## config.mk

```make
export PLATFORM = sky130hd
export DESIGN_NAME = sclk_gen_top
export DESIGN_NICKNAME = d
export VERILOG_FILES = /design/src/rtl/sclk_pkg.sv /design/src/rtl/sclk_prediv.sv /design/src/rtl/sclk_rate_stage.sv /design/src/rtl/sclk_timeout.sv /design/src/rtl/sclk_gen_top.sv
export SDC_FILE = /design/constraint.sdc
export NUM_CORES = 1
export LEC_CHECK = 0
export ABC_AREA = 1
export BUFFER_PORTS_ARGS = -buffer_cell sky130_fd_sc_hd__buf_2
export CORE_UTILIZATION = 35
export DETAILED_ROUTE_END_ITERATION = 12
export PLACE_DENSITY = 0.51
export SLEW_MARGIN = 20
export SYNTH_ARGS = -nofsm -noshare
export SYNTH_HDL_FRONTEND = slang
export SYNTH_HIERARCHICAL = 1
export SYNTH_SLANG_ARGS = --single-unit
```

## constraint.sdc

```tcl
create_clock -name clk -period 2.9 [get_ports clk]
set_input_delay 0.87 -clock clk [delete_from_list [all_inputs] [get_ports clk]]
set_output_delay 0.87 -clock clk [all_outputs]
set_load 0.01 [all_outputs]
```

## src/rtl/sclk_pkg.sv

```systemverilog
`timescale 1ns/1ps
// Shared constants and types for the two-stage serial clock generator.
// Assumes: widths here are defaults only; modules take them as parameters.
package sclk_pkg;
    localparam int unsigned SCLK_DIV_W     = 8;
    localparam int unsigned SCLK_RATE_W    = 8;
    localparam int unsigned SCLK_TMO_W     = 16;
    localparam int unsigned SCLK_UNIT_LOG2 = 12;

    // Half of a pre-divider period.
    typedef enum logic {
        PH_FIRST  = 1'b0,
        PH_SECOND = 1'b1
    } sclk_phase_e;
endpackage

```

## src/rtl/sclk_prediv.sv

```systemverilog
`timescale 1ns/1ps
// Even pre-divider. It splits each period of D reference cycles into two phases of D/2.
// The divide setting is made even (minimum 2) and latched only when load is high.
// Assumes: load is asserted on the last cycle of an output period.
module sclk_prediv
    import sclk_pkg::*;
#(
    parameter int unsigned DIV_W = SCLK_DIV_W
) (
    input  logic             clk,
    input  logic             rst_n,
    input  logic [DIV_W-1:0] div_cfg,
    input  logic             load,
    output logic             pre_end,
    output logic             first_half,
    output logic             at_start
);
    localparam int unsigned HALF_W = DIV_W - 1;

    logic [DIV_W-1:0]  div_eff;
    logic [HALF_W-1:0] half_act;
    logic [HALF_W-1:0] cnt;
    logic              half_end;
    sclk_phase_e       phase;

    // Round the divide setting down to even, with a floor of 2.
    always_comb begin
        if (div_cfg < DIV_W'(2)) div_eff = DIV_W'(2);
        else                     div_eff = {div_cfg[DIV_W-1:1], 1'b0};
    end

    assign half_end   = (cnt == half_act - HALF_W'(1));
    assign pre_end    = half_end && (phase == PH_SECOND);
    assign first_half = (phase == PH_FIRST);
    assign at_start   = (phase == PH_FIRST) && (cnt == '0);

    // Latch the half-period length at reset and at period boundaries.
    always_ff @(posedge clk) begin
        if (!rst_n)    half_act <= div_eff[DIV_W-1:1];
        else if (load) half_act <= div_eff[DIV_W-1:1];
    end

    // Count cycles within a half and flip phase at the end of each half.
    always_ff @(posedge clk) begin
        if (!rst_n) begin
            cnt   <= '0;
            phase <= PH_FIRST;
        end else if (half_end) begin
            cnt   <= '0;
            phase <= (phase == PH_FIRST) ? PH_SECOND : PH_FIRST;
        end else begin
            cnt   <= cnt + HALF_W'(1);
        end
    end

    p_half_nonzero_r3: assert property (@(posedge clk) disable iff (!rst_n)
        half_act != '0);
    p_cnt_in_half_r2: assert property (@(posedge clk) disable iff (!rst_n)
        cnt < half_act);
    p_half_hold_r4: assert property (@(posedge clk) disable iff (!rst_n)
        !load |=> $stable(half_act));
endmodule

```

## src/rtl/sclk_rate_stage.sv

```systemverilog
`timescale 1ns/1ps
// Rate stage. It counts pre-divider periods from 0 to the latched rate, and the output
// period ends when the count wraps. The rate setting is latched at that boundary only.
module sclk_rate_stage
    import sclk_pkg::*;
#(
    parameter int unsigned RATE_W = SCLK_RATE_W
) (
    input  logic              clk,
    input  logic              rst_n,
    input  logic [RATE_W-1:0] rate_cfg,
    input  logic              pre_end,
    output logic              period_end,
    output logic              rate_zero
);
    logic [RATE_W-1:0] rate_act;
    logic [RATE_W-1:0] cnt;

    assign period_end = pre_end && (cnt == rate_act);
    assign rate_zero  = (cnt == '0);

    // Count pre-divider periods and reload the rate at the period boundary.
    always_ff @(posedge clk) begin
        if (!rst_n) begin
            cnt      <= '0;
            rate_act <= rate_cfg;
        end else if (period_end) begin
            cnt      <= '0;
            rate_act <= rate_cfg;
        end else if (pre_end) begin
            cnt      <= cnt + RATE_W'(1);
        end
    end

    p_cnt_bound_r1: assert property (@(posedge clk) disable iff (!rst_n)
        cnt <= rate_act);
    p_rate_hold_r4: assert property (@(posedge clk) disable iff (!rst_n)
        !period_end |=> $stable(rate_act));
endmodule

```

## src/rtl/sclk_timeout.sv

```systemverilog
`timescale 1ns/1ps
// Data timeout counter. A start strobe clears the sticky flag, latches the limit and
// starts counting units of 2**UNIT_LOG2 cycles. A stop strobe halts it, and start wins.
// A limit of zero leaves the counter idle.
module sclk_timeout
    import sclk_pkg::*;
#(
    parameter int unsigned TMO_W     = SCLK_TMO_W,
    parameter int unsigned UNIT_LOG2 = SCLK_UNIT_LOG2
) (
    input  logic             clk,
    input  logic             rst_n,
    input  logic [TMO_W-1:0] tmo_cfg,
    input  logic             start,
    input  logic             stop,
    output logic             flag
);
    logic [UNIT_LOG2-1:0] unit_cnt;
    logic [TMO_W-1:0]     tick_cnt;
    logic [TMO_W-1:0]     limit;
    logic                 running;

    // Arm, halt or advance the count, and raise the flag on the final unit edge.
    always_ff @(posedge clk) begin
        if (!rst_n) begin
            unit_cnt <= '0;
            tick_cnt <= '0;
            limit    <= '0;
            running  <= 1'b0;
            flag     <= 1'b0;
        end else if (start) begin
            unit_cnt <= '0;
            tick_cnt <= '0;
            limit    <= tmo_cfg;
            running  <= (tmo_cfg != '0);
            flag     <= 1'b0;
        end else if (stop) begin
            running  <= 1'b0;
        end else if (running) begin
            unit_cnt <= unit_cnt + UNIT_LOG2'(1);
            if (&unit_cnt) begin
                tick_cnt <= tick_cnt + TMO_W'(1);
                if (tick_cnt == limit - TMO_W'(1)) begin
                    flag    <= 1'b1;
                    running <= 1'b0;
                end
            end
        end
    end

    p_flag_from_run_r5: assert property (@(posedge clk) disable iff (!rst_n)
        $rose(flag) |-> $past(running));
    p_stop_halts_r6: assert property (@(posedge clk) disable iff (!rst_n)
        (stop && !start) |=> !running);
    p_zero_idle_r7: assert property (@(posedge clk) disable iff (!rst_n)
        (start && tmo_cfg == '0) |=> (!running && !flag));
    p_start_clears_r8: assert property (@(posedge clk) disable iff (!rst_n)
        start |=> !flag);
endmodule

```

## src/rtl/sclk_gen_top.sv

```systemverilog
`timescale 1ns/1ps
// Two-stage serial clock generator top. It chains the even pre-divider and the rate
// stage, so the output period is D*(1+R) cycles, and it adds the data timeout counter.
// Assumes: the cfg inputs are quasi-static; they are sampled at period boundaries.
module sclk_gen_top
    import sclk_pkg::*;
#(
    parameter int unsigned DIV_W     = SCLK_DIV_W,
    parameter int unsigned RATE_W    = SCLK_RATE_W,
    parameter int unsigned TMO_W     = SCLK_TMO_W,
    parameter int unsigned UNIT_LOG2 = SCLK_UNIT_LOG2
) (
    input  logic              clk,
    input  logic              rst_n,
    input  logic [DIV_W-1:0]  div_cfg,
    input  logic [RATE_W-1:0] rate_cfg,
    input  logic [TMO_W-1:0]  tmo_cfg,
    input  logic              xfer_start,
    input  logic              xfer_stop,
    output logic              sclk_en,
    output logic              sclk_level,
    output logic              tmo_flag
);
    logic pre_end;
    logic first_half;
    logic at_start;
    logic period_end;
    logic rate_zero;

    sclk_prediv #(.DIV_W(DIV_W)) u_prediv (
        .clk        (clk),
        .rst_n      (rst_n),
        .div_cfg    (div_cfg),
        .load       (period_end),
        .pre_end    (pre_end),
        .first_half (first_half),
        .at_start   (at_start)
    );

    sclk_rate_stage #(.RATE_W(RATE_W)) u_rate (
        .clk        (clk),
        .rst_n      (rst_n),
        .rate_cfg   (rate_cfg),
        .pre_end    (pre_end),
        .period_end (period_end),
        .rate_zero  (rate_zero)
    );

    sclk_timeout #(.TMO_W(TMO_W), .UNIT_LOG2(UNIT_LOG2)) u_tmo (
        .clk     (clk),
        .rst_n   (rst_n),
        .tmo_cfg (tmo_cfg),
        .start   (xfer_start),
        .stop    (xfer_stop),
        .flag    (tmo_flag)
    );

    // The clock is passed only in the first pre-divider period of each output period.
    assign sclk_level = first_half && rate_zero;
    assign sclk_en    = at_start && rate_zero;

    p_en_is_high_r2: assert property (@(posedge clk) disable iff (!rst_n)
        sclk_en |-> sclk_level);
    p_end_then_en_r1: assert property (@(posedge clk) disable iff (!rst_n)
        period_end |=> sclk_en);
endmodule

```

### After elaboration in Yosys (flattened, before gate mapping)

Cells that the tools add are included.

| cells by class | value |
|---|---|
| equal/unequal tests | 4 |
| magnitude comparators | 1 |
| add/sub/neg operators | 6 |
| reduce and logical (&&, ||, !) cells | 15 |
| bitwise operators | 3 |
| multiplexer cells | 11 |

Operators by type and width:

| kind | count |
|---|---|
| $mux 8 | 3 |
| $add 16x1->16 const B | 1 |
| $eq 16x16->1 | 1 |
| $reduce_bool 16->1 | 1 |
| $sub 16x1->16 const B | 1 |
| $reduce_and 15->1 | 1 |
| $mux 7 | 2 |
| $reduce_and 14->1 | 1 |
| $add 12x1->12 const B | 1 |
| $reduce_and 12->1 | 1 |
| $add 8x1->8 const B | 1 |
| $eq 8x8->1 | 1 |
| $logic_not 8->1 | 1 |
| $lt 8x2->1 const B | 1 |
| $add 7x1->7 const B | 1 |
| $eq 7x7->1 | 1 |
| $logic_not 7->1 | 1 |
| $sub 7x1->7 const B | 1 |
| $mux 1 | 6 |
| $reduce_or 2->1 | 3 |
| $logic_and 1x1->1 | 5 |
| $not 1->1 | 3 |
| $ne 2x1->1 const B | 1 |
| $reduce_and 2->1 | 1 |

| word-level totals | value |
|---|---|
| logic and storage cells | 50 |
| register bits after elaboration | 77 |
| output and inout bits | 3 |
| bits of input ports | 36 |

### Depth between registers and ports, before layout

Gate-level depths: netlist (run 1).

| logic depth | value |
|---|---|
| word-level depth | 7 |
| depth in mapped cells | 19 |
| depth with buffers taken out | 19 |

### Modules after synthesis

The synthesis (run 1) kept the hierarchy.

Modules (own cells, without submodules):

| module | seq. area each (um2) | instances | cells each | area an instance (um2) |
|---|---|---|---|---|
| sclk_timeout | 920.9 | 1 | 401 | 2703.8 |
| sclk_prediv | 370.4 | 1 | 120 | 875.8 |
| sclk_rate_stage | 400.4 | 1 | 94 | 780.7 |
| sclk_gen_top | 0.0 | 1 | 4 | 15.0 |

### Worst setup path before layout (run 1)

OpenSTA, ideal clock, no wires.

| timing path | value |
|---|---|
| path kind | register to register |
| from | reg u_prediv.half_act[0] |
| to | reg u_prediv.half_act[0], enable pin |
| path slack | 0.483 ns |
| buffers on the path | 0 |
| stages on the path, launching flop included | 20 |
| clock period less this slack | 2.417 ns |
| setup time | 0.323 ns |
| arrival | 2.094 ns |
| required time | 2.577 ns |
| path through | edfxtp_1 > inv_1 > ha_1 > nand2_1 > inv_1 > nor2_1 > nand2_1 > nor2_1 > nand2_1 > nor2_2 > nand3_1 > inv_1 > inv_1 > a21oi_1 > nand2_1 > nor2_1 > nand3_2 > inv_1 > inv_1 > nand2_1 |

| between the ends | value |
|---|---|
| cells in the longest elaborated chain, start to end | 5 |

RTL lines:

| item | RTL line | RTL |
|---|---|---|
| start, declared | sclk_prediv.sv:21 | `logic [HALF_W-1:0] half_act;` |
| start signal, assigned | sclk_prediv.sv:39 | `if (!rst_n) half_act <= div_eff[DIV_W-1:1];` |
| start signal, assigned | sclk_prediv.sv:40 | `else if (load) half_act <= div_eff[DIV_W-1:1];` |
| $sub 7x1->7 | sclk_prediv.sv:32 | `assign half_end = (cnt == half_act - HALF_W'(1));` |
| $eq 7x7->1 | sclk_prediv.sv:32 |  |
| $logic_and 1x1->1 | sclk_prediv.sv:33 | `assign pre_end = half_end && (phase == PH_SECOND);` |
| net pre_end | sclk_gen_top.sv:24 | `logic pre_end;` |
| $logic_and 1x1->1 | sclk_rate_stage.sv:19 | `assign period_end = pre_end && (cnt == rate_act);` |
| net period_end | sclk_gen_top.sv:27 | `logic period_end;` |
| $ne 2x1->1 (no source line) | - |  |

The timed path passes the listed nets, and every way through them passes these cells.
A chain may end at the register's enable or synchronous reset.

### Final worst setup path (run 1)

| timing path | value |
|---|---|
| from | reg u_prediv.half_act[0] |
| to | reg u_prediv.half_act[4], enable pin |

Same word-level chain as after synthesis.

==> out/qor.tcl, run 1 <==
set qor(outcome) {complete, no violations}
set qor(rsz_0062_raised_after_global_routing) {false}
set qor(total_routing_resource_utilization_after_global_routing_pct) 16.75
set qor(gp_routability_congestion) 0.8144
set qor(synth.lib_cells_used.distinct) 38
set qor(setup.worst_path.end_class) {flop}
set qor(initial_core_util_pct) 36.13
set qor(routedWlPerCell_um) 11.88
set qor(slew_headroom_pct) 57.29
set qor(pin_count_of_the_biggest_net_entering_global_routing) 25
set qor(synth_area_leader_cell) {sky130_fd_sc_hd__dfxtp_1}
set qor(synth_area_um2) 4375
set qor(critical_path_peak_fanout) 7
set qor(vdd_ir_drop_max_mv) 0.2725
set qor(synth_xor_xnor_area_share_pct) 6.606
set qor(die_height_um) 113.8
set qor(antennaDiodeCount) 0
set qor(cts.repair_timing.setup_buffer_count) 0
set qor(yosys-top-cells-count) {sky130_fd_sc_hd__nand2_1 (135), sky130_fd_sc_hd__nor2_1 (87), sky130_fd_sc_hd__inv_1 (82)}
set qor(area_growth_pct) 15.16
set qor(clk_pin_slew_ns) 0.06
set qor(core_um2) 12110
set qor(clk_latency_ns) 0.35
set qor(drc_errors) 0
set qor(dr.first_iter.drc_count) 251
set qor(grt_overflow_total) 0
set qor(muxShareOfSynthArea_pct) 0
set qor(clock.fmax_ghz) 0.3975
set qor(worstPathArrival_ns) 2.57
set qor(hpwl_after_detailed_placement_um) 7655
set qor(syn_area_per_cell_um2) 7.069
set qor(first_pass_iteration_count_of_the_detailed_router) 4
set qor(cts_num_sinks) 77
set qor(yosys_register_bits) 77
set qor(finalNetCount) 701
set qor(share_of_the_core_filled_with_cells_in_the_final_layout_pct) 41.60
set qor(fp-row-count) 40
set qor(cp-start-kind) {flop}
set qor(final_std_cell_area_no_fill_um2) 5039
set qor(synth_fp_nets) 663
set qor(clock_tree.root_cell) {sky130_fd_sc_hd__clkbuf_16}
set qor(number_of_enable_flip_flop_cells_after_synthesis) 15
set qor(tns_ns) 0
set qor(synth_flop_cell) {sky130_fd_sc_hd__dfxtp_1}
set qor(final_count_of_negative_setup_slack_endpoints) 0
set qor(vias_per_cell) 4.612
set qor(final_hold_viol_count) 0
set qor(grt_pass1_vias) 3667
set qor(critical_setup_path_class) {reg -> reg}
set qor(number_of_gates_given_a_new_drive_strength_after_cts) 0
set qor(period_minus_slack_ns) 2.516
set qor(synth-compound-area-share_pct) 9.036
set qor(min_period_over_period_pct) 86.75
set qor(post_synth_main_area_contributors) {sky130_fd_sc_hd__dfxtp_1 (28%), sky130_fd_sc_hd__nand2_1 (12%), sky130_fd_sc_hd__edfxtp_1 (10%)}
set qor(clock_skew_ns) 0.007347
set qor(worst-endpoint-required_ns) 2.96
set qor(drv_cap) 0
set qor(netlist_instances) 619
set qor(synth_top_family_by_area) {simple AND/OR/NAND/NOR gates}
set qor(holdBufCountCts) 0
set qor(placed_area_um2) 4743
set qor(antenna_violations_before_repair) 0
set qor(synthArstFlopShare_pct) 0
set qor(grt_first_pass_wirelength_um) 16880
set qor(setup_slack_at_placement_ns) 0.2412
set qor(fin_ws_ns) 0.3842
set qor(antenna_violating_nets_post_route) 0
set qor(worst_hold_slack_ns) 0.4611
set qor(die_w_um) 113.8
set qor(hp-class) {reg -> reg}
set qor(routed_wl_um) 9862
set qor(clock_tree_from_tritoncts) {built}
set qor(cts_buffer_count) 9
set qor(clock_tree.htree_level_count) 3
set qor(post_synth_and_or_nand_nor_area_fraction_pct) 34.32
set qor(synthDominantCellAreaShare_pct) 28.37
set qor(port_buffers) 37
set qor(power.density_nw_per_um2) 497.8
set qor(static-leakage-power_uw) 0.002188
set qor(synth.yosys.seq_area_share_pct) 38.66
set qor(num_vias) 3828
set qor(tightestPinTransition_ns) 0.6399
set qor(synthMostInstantiatedCell) {sky130_fd_sc_hd__nand2_1}
set qor(synth_adder_area_share_pct) 2.288
set qor(design.die.area_um2) 12950
set qor(design.portCount) 39
set qor(fraction_of_layout_instances_using_a_drive_strength_above_1_pct) 14.65
set qor(finalMaxSlewViolations) 0
set qor(synth-warning-count) 6
set qor(max-clock-path-buffers) 2
[registers in the layout, summed over array words and instances (netlist names), 7 cells and up]
register           count
u_tmo/limit           16
u_tmo/tick_cnt        16
u_tmo/unit_cnt        12
u_rate/cnt             8
u_rate/rate_act        8
u_prediv/cnt           7
u_prediv/half_act      7
[area by class of cell]
cell class / instances / area [µm²]
clock buffer: 11 / 254.0
clock inverter: 5 / 33.78
fill: 1299 / 7073
inverter: 92 / 347.8
multi-input combinational: 437 / 2293
sequential: 77 / 1692
tap: 168 / 210.2
timing repair buffer: 40 / 207.7
[cells by family after synthesis]
| kind of cell | count (synthesis) |
|---|---|
| flops | 77 |
| fa+ha+maj | 8 |
| compound gates | 76 |
| xor+xnor | 33 |
| simple gates | 320 |
| buf+inv | 105 |
[cells in the final DEF (no fill, tap or decap), drive strengths merged, types with 2 or more instances in the layout]
| cell type | Yosys | routed |
|---|---|---|
| xor2 | 19 | 19 |
| edfxtp | 15 | 15 |
| nor3 | 11 | 11 |
| nor2 | 100 | 100 |
| nand3b | 2 | 2 |
| a21oi | 37 | 37 |
| clkbuf | 13 | 11 |
| dfxtp | 62 | 62 |
| nand4 | 13 | 13 |
| nor4 | 9 | 9 |
| nand3 | 37 | 37 |
| nand2 | 145 | 145 |
| clkinv | 2 | 3 |
| inv | 90 | 91 |
| ha | 8 | 8 |
| clkinvlp | 0 | 3 |
| o21ai | 34 | 34 |
| buf | 0 | 40 |
| xnor2 | 14 | 14 |
[worst max-delay path: stages (launching register included)]
cell and delay [ns]:
sky130_fd_sc_hd__edfxtp_1 0.42, sky130_fd_sc_hd__inv_1 0.14, sky130_fd_sc_hd__ha_1 0.26, sky130_fd_sc_hd__nand2_1 0.06, sky130_fd_sc_hd__inv_1 0.03, sky130_fd_sc_hd__nor2_1 0.07
sky130_fd_sc_hd__nand2_1 0.06, sky130_fd_sc_hd__nor2_1 0.10, sky130_fd_sc_hd__nand2_1 0.06, sky130_fd_sc_hd__nor2_2 0.14, sky130_fd_sc_hd__nand3_1 0.11, sky130_fd_sc_hd__inv_1 0.09
sky130_fd_sc_hd__inv_1 0.05, sky130_fd_sc_hd__a21oi_1 0.10, sky130_fd_sc_hd__nand2_1 0.06, sky130_fd_sc_hd__nor2_1 0.12, sky130_fd_sc_hd__nand3_2 0.12, sky130_fd_sc_hd__inv_1 0.07
sky130_fd_sc_hd__inv_1 0.07, sky130_fd_sc_hd__nand2_4 0.11
[metrics by stage]
step                      power (µW)  cells
after global routing            2622    830
after global placement          1431    814
final                           2508    830
after detailed placement        1435    814
after CTS                       2547    830
after floorplan                 1355    619
[report_power, final]
| group | switching, µW | internal (µW) | total (µW) |
|---|---|---|---|
| Clock | 466 | 631 | 1100 |
| Combinational | 156 | 96.8 | 253 |
| Sequential | 33.0 | 1130 | 1160 |
| Total | 656 | 1850 | 2510 |
[path summary, 6_finish.rpt]
path	cells after the start	endpoint	startpoint	slack, ns
setup / recovery	19	u_prediv/half_act[4]	u_prediv/half_act[0]	0.38
hold / removal	2	u_tmo/flag	u_tmo/flag	0.46
hold reg to reg	2	u_tmo/flag	u_tmo/flag	0.46
setup reg to reg	19	u_prediv/half_act[4]	u_prediv/half_act[0]	0.38
[layer usage]
layer	vias to the layer above	global-route usage, %	wire, µm
met3	11	4.995	302
li1	2057	-	-
met2	38	28.94	4792
met5	-	0	0
met1	1722	19.75	4615
met4	0	5.801	151
Note: power is estimated with default switching activity, not from simulation.
==> run 2: changes to the inputs <==
- CORE_MARGIN: unset -> 2
==> run 2 against run 1 <==
Compared with the run above: combinational power about the same; clock power about the same; register-to-register slack got worse by 0.04 ns; cell count unchanged; worst hold slack got worse by 0.0096 ns; flip-flop and latch count did not move; via count down 1.5%; fmax shrank 1.4%; power barely moved; wire length down 2.5%; utilization decreased by 0.062 points.
==> out/qor.tcl, run 2 (same netlist as run 1, synthesis figures left out) <==
set qor(power.density_nw_per_um2) 499.0
set qor(finalNetCount) 701
set qor(setup.worst_path.end_class) {flop}
set qor(clock_skew_ns) 0.004545
set qor(antenna_violations_before_repair) 0
set qor(clock_tree_from_tritoncts) {built}
set qor(mostFrequentLayoutCell) {sky130_fd_sc_hd__nand2_1}
set qor(grt_pass1_vias) 3635
set qor(core_um2) 12110
set qor(critPathSlowestCell) {sky130_fd_sc_hd__edfxtp_1}
set qor(worst_r2r_path_depth) 19
set qor(vdd_ir_drop_max_mv) 0.2810
set qor(static-leakage-power_uw) 0.002191
set qor(die_height_um) 115.8
set qor(rsz_0062_raised_after_global_routing) {false}
set qor(r2r-start) {u_prediv/half_act[0]}
set qor(critical_path_buf_inv_count) 6
set qor(slew_headroom_pct) 58.45
set qor(sequential_cell_area_um2) 1692
set qor(cp.depth) 19
set qor(routed_wl_um) 9611
set qor(critical_setup_path_class) {reg -> reg}
set qor(fillers) 1289
set qor(dr.first_iter.drc_count) 141
set qor(port_buffers) 37
set qor(total_routing_resource_utilization_after_global_routing_pct) 15.60
set qor(outcome) {complete, no violations}
set qor(cts_num_sinks) 77
set qor(initial_core_util_pct) 36.13
set qor(cts.repair_timing.setup_buffer_count) 0
set qor(path_delay_family) {simple AND/OR/NAND/NOR gates}
set qor(fraction_of_layout_instances_using_a_drive_strength_above_1_pct) 14.35
set qor(final_count_of_negative_setup_slack_endpoints) 0
set qor(rrSetupSlack_ns) 0.35
set qor(crit_start) {u_prediv/half_act[0]}
set qor(clock_tree.htree_level_count) 3
set qor(cpMostUsedCell) {sky130_fd_sc_hd__inv_1}
set qor(path_cells) {inv_1 -> ha_1 -> nand2_1 -> inv_1 -> nor2_1 -> nand2_1 -> nor2_1 -> nand2_1 -> nor2_2 -> nand3_1 -> inv_1 -> inv_1 -> a21oi_1 -> nand2_1 -> nor2_1 -> nand3_2 -> inv_1 -> inv_1 -> nand2_2}
set qor(first_pass_iteration_count_of_the_detailed_router) 5
set qor(die_w_um) 115.8
set qor(grt_overflow_total) 0
set qor(multi_input_comb_area_um2) 2288
set qor(drv_cap) 0
set qor(worst-endpoint-required_ns) 2.93
set qor(fp-row-count) 40
set qor(holdBufCountCts) 0
set qor(drc_errors) 0
set qor(min_period_over_period_pct) 87.96
set qor(antennaDiodeCount) 0
set qor(share_of_the_core_filled_with_cells_in_the_final_layout_pct) 41.54
set qor(r2r-end) {u_prediv/half_act[5]}
set qor(tns_ns) 0
set qor(finalMaxSlewViolations) 0
set qor(antenna_violating_nets_post_route) 0
set qor(slowest_delay_ns) 0.41
set qor(routedWlPerCell_um) 11.58
set qor(grt_first_pass_wirelength_um) 16370
set qor(hp-class) {reg -> reg}
set qor(clk_latency_ns) 0.34
set qor(vias_per_cell) 4.542
set qor(pin_count_of_the_biggest_net_entering_global_routing) 25
set qor(clock.fmax_ghz) 0.3920
set qor(biggestRegsByFlops) {u_tmo/limit x16, u_tmo/tick_cnt x16, u_tmo/unit_cnt x12}
set qor(design.die.area_um2) 13410
set qor(tightestPinTransition_ns) 0.6226
set qor(cts_buffer_count) 9
set qor(period_minus_slack_ns) 2.551
set qor(design.portCount) 39
set qor(clock_tree.root_cell) {sky130_fd_sc_hd__clkbuf_16}
set qor(area_growth_pct) 14.98
set qor(num_vias) 3770
set qor(max-clock-path-buffers) 2
set qor(cp-start-kind) {flop}
set qor(critical_path_peak_fanout) 7
set qor(layout_common_cells) {sky130_fd_sc_hd__nand2_1 (134), sky130_fd_sc_hd__nor2_1 (87), sky130_fd_sc_hd__inv_1 (82)}
set qor(endpoint) {u_prediv/half_act[5]}
set qor(worstPathArrival_ns) 2.59
set qor(final_hold_viol_count) 0
set qor(clk_pin_slew_ns) 0.06
set qor(hpwl_after_detailed_placement_um) 7562
set qor(gp_routability_congestion) 0.8147
## run 2: cell types whose count changed in the layout (fill, tap and decap cells not counted), sizes merged
| cell | delta |
|---|---|
| bufinv | +1 |
| clkbuf | +1 |
| clkinvlp | -2 |
## run 2: worst min path at each step
stage	from	to	slack, ns	cells past startpoint
3_3_place_gp	u_tmo/flag	u_tmo/flag	0.45	2
2_1_floorplan	u_prediv/cnt[0]	u_prediv/cnt[0]	0.45	1
5_1_grt	u_tmo/flag	u_tmo/flag	0.49	2
6_report	u_tmo/flag	u_tmo/flag	0.45	2
3_5_place_dp	u_tmo/flag	u_tmo/flag	0.45	2
4_1_cts	u_tmo/flag	u_tmo/flag	0.46	2
## run 2: layout make-up
type | count | share of cell area (%)
clock inverter | 4 | 0.9699
multi-input combinational | 437 | 45.49
clock buffer | 12 | 4.700
timing repair buffer | 40 | 4.128
tap | 168 | 4.178
inverter | 92 | 6.914
sequential | 77 | 33.62
## run 2: report_power, final
part	switching, µW	total [µW]	internal, µW
Clock	432	1100	666
Sequential	32.6	1160	1130
Combinational	157	254	96.9
## run 2: through the flow
stage                     setup WS (ns)  hold WS, ns  instance area, µm²  cells  power (µW)
final                            0.3490       0.4515                5031    830        2510
after global routing            0.02844       0.4889                5031    830        2639
after CTS                        0.2250       0.4563                5029    830        2550
after detailed placement         0.2440       0.4460                4743    814        1435
after global placement           0.2971       0.4451                4743    814        1432
after floorplan                  0.4826       0.4521                4375    619        1355
## run 2: layer usage
layer	up-vias	global-route usage [%]	wire (µm)
li1	2052	-	-
met1	1670	18.56	4421
met2	40	27.49	4761
met3	8	4.289	316
met4	0	4.683	111
met5	-	0	0
## run 2: worst min-delay path, stage by stage (launching register included)
cell and delay [ns]:
sky130_fd_sc_hd__dfxtp_1 0.30, sky130_fd_sc_hd__inv_1 0.05, sky130_fd_sc_hd__a21oi_1 0.05
## run 2: what timing repair did
action	4_1_cts	5_1_grt
gates resized for setup	0	1
endpoints found under the setup margin	0	7
hold endpoints to repair	0	0
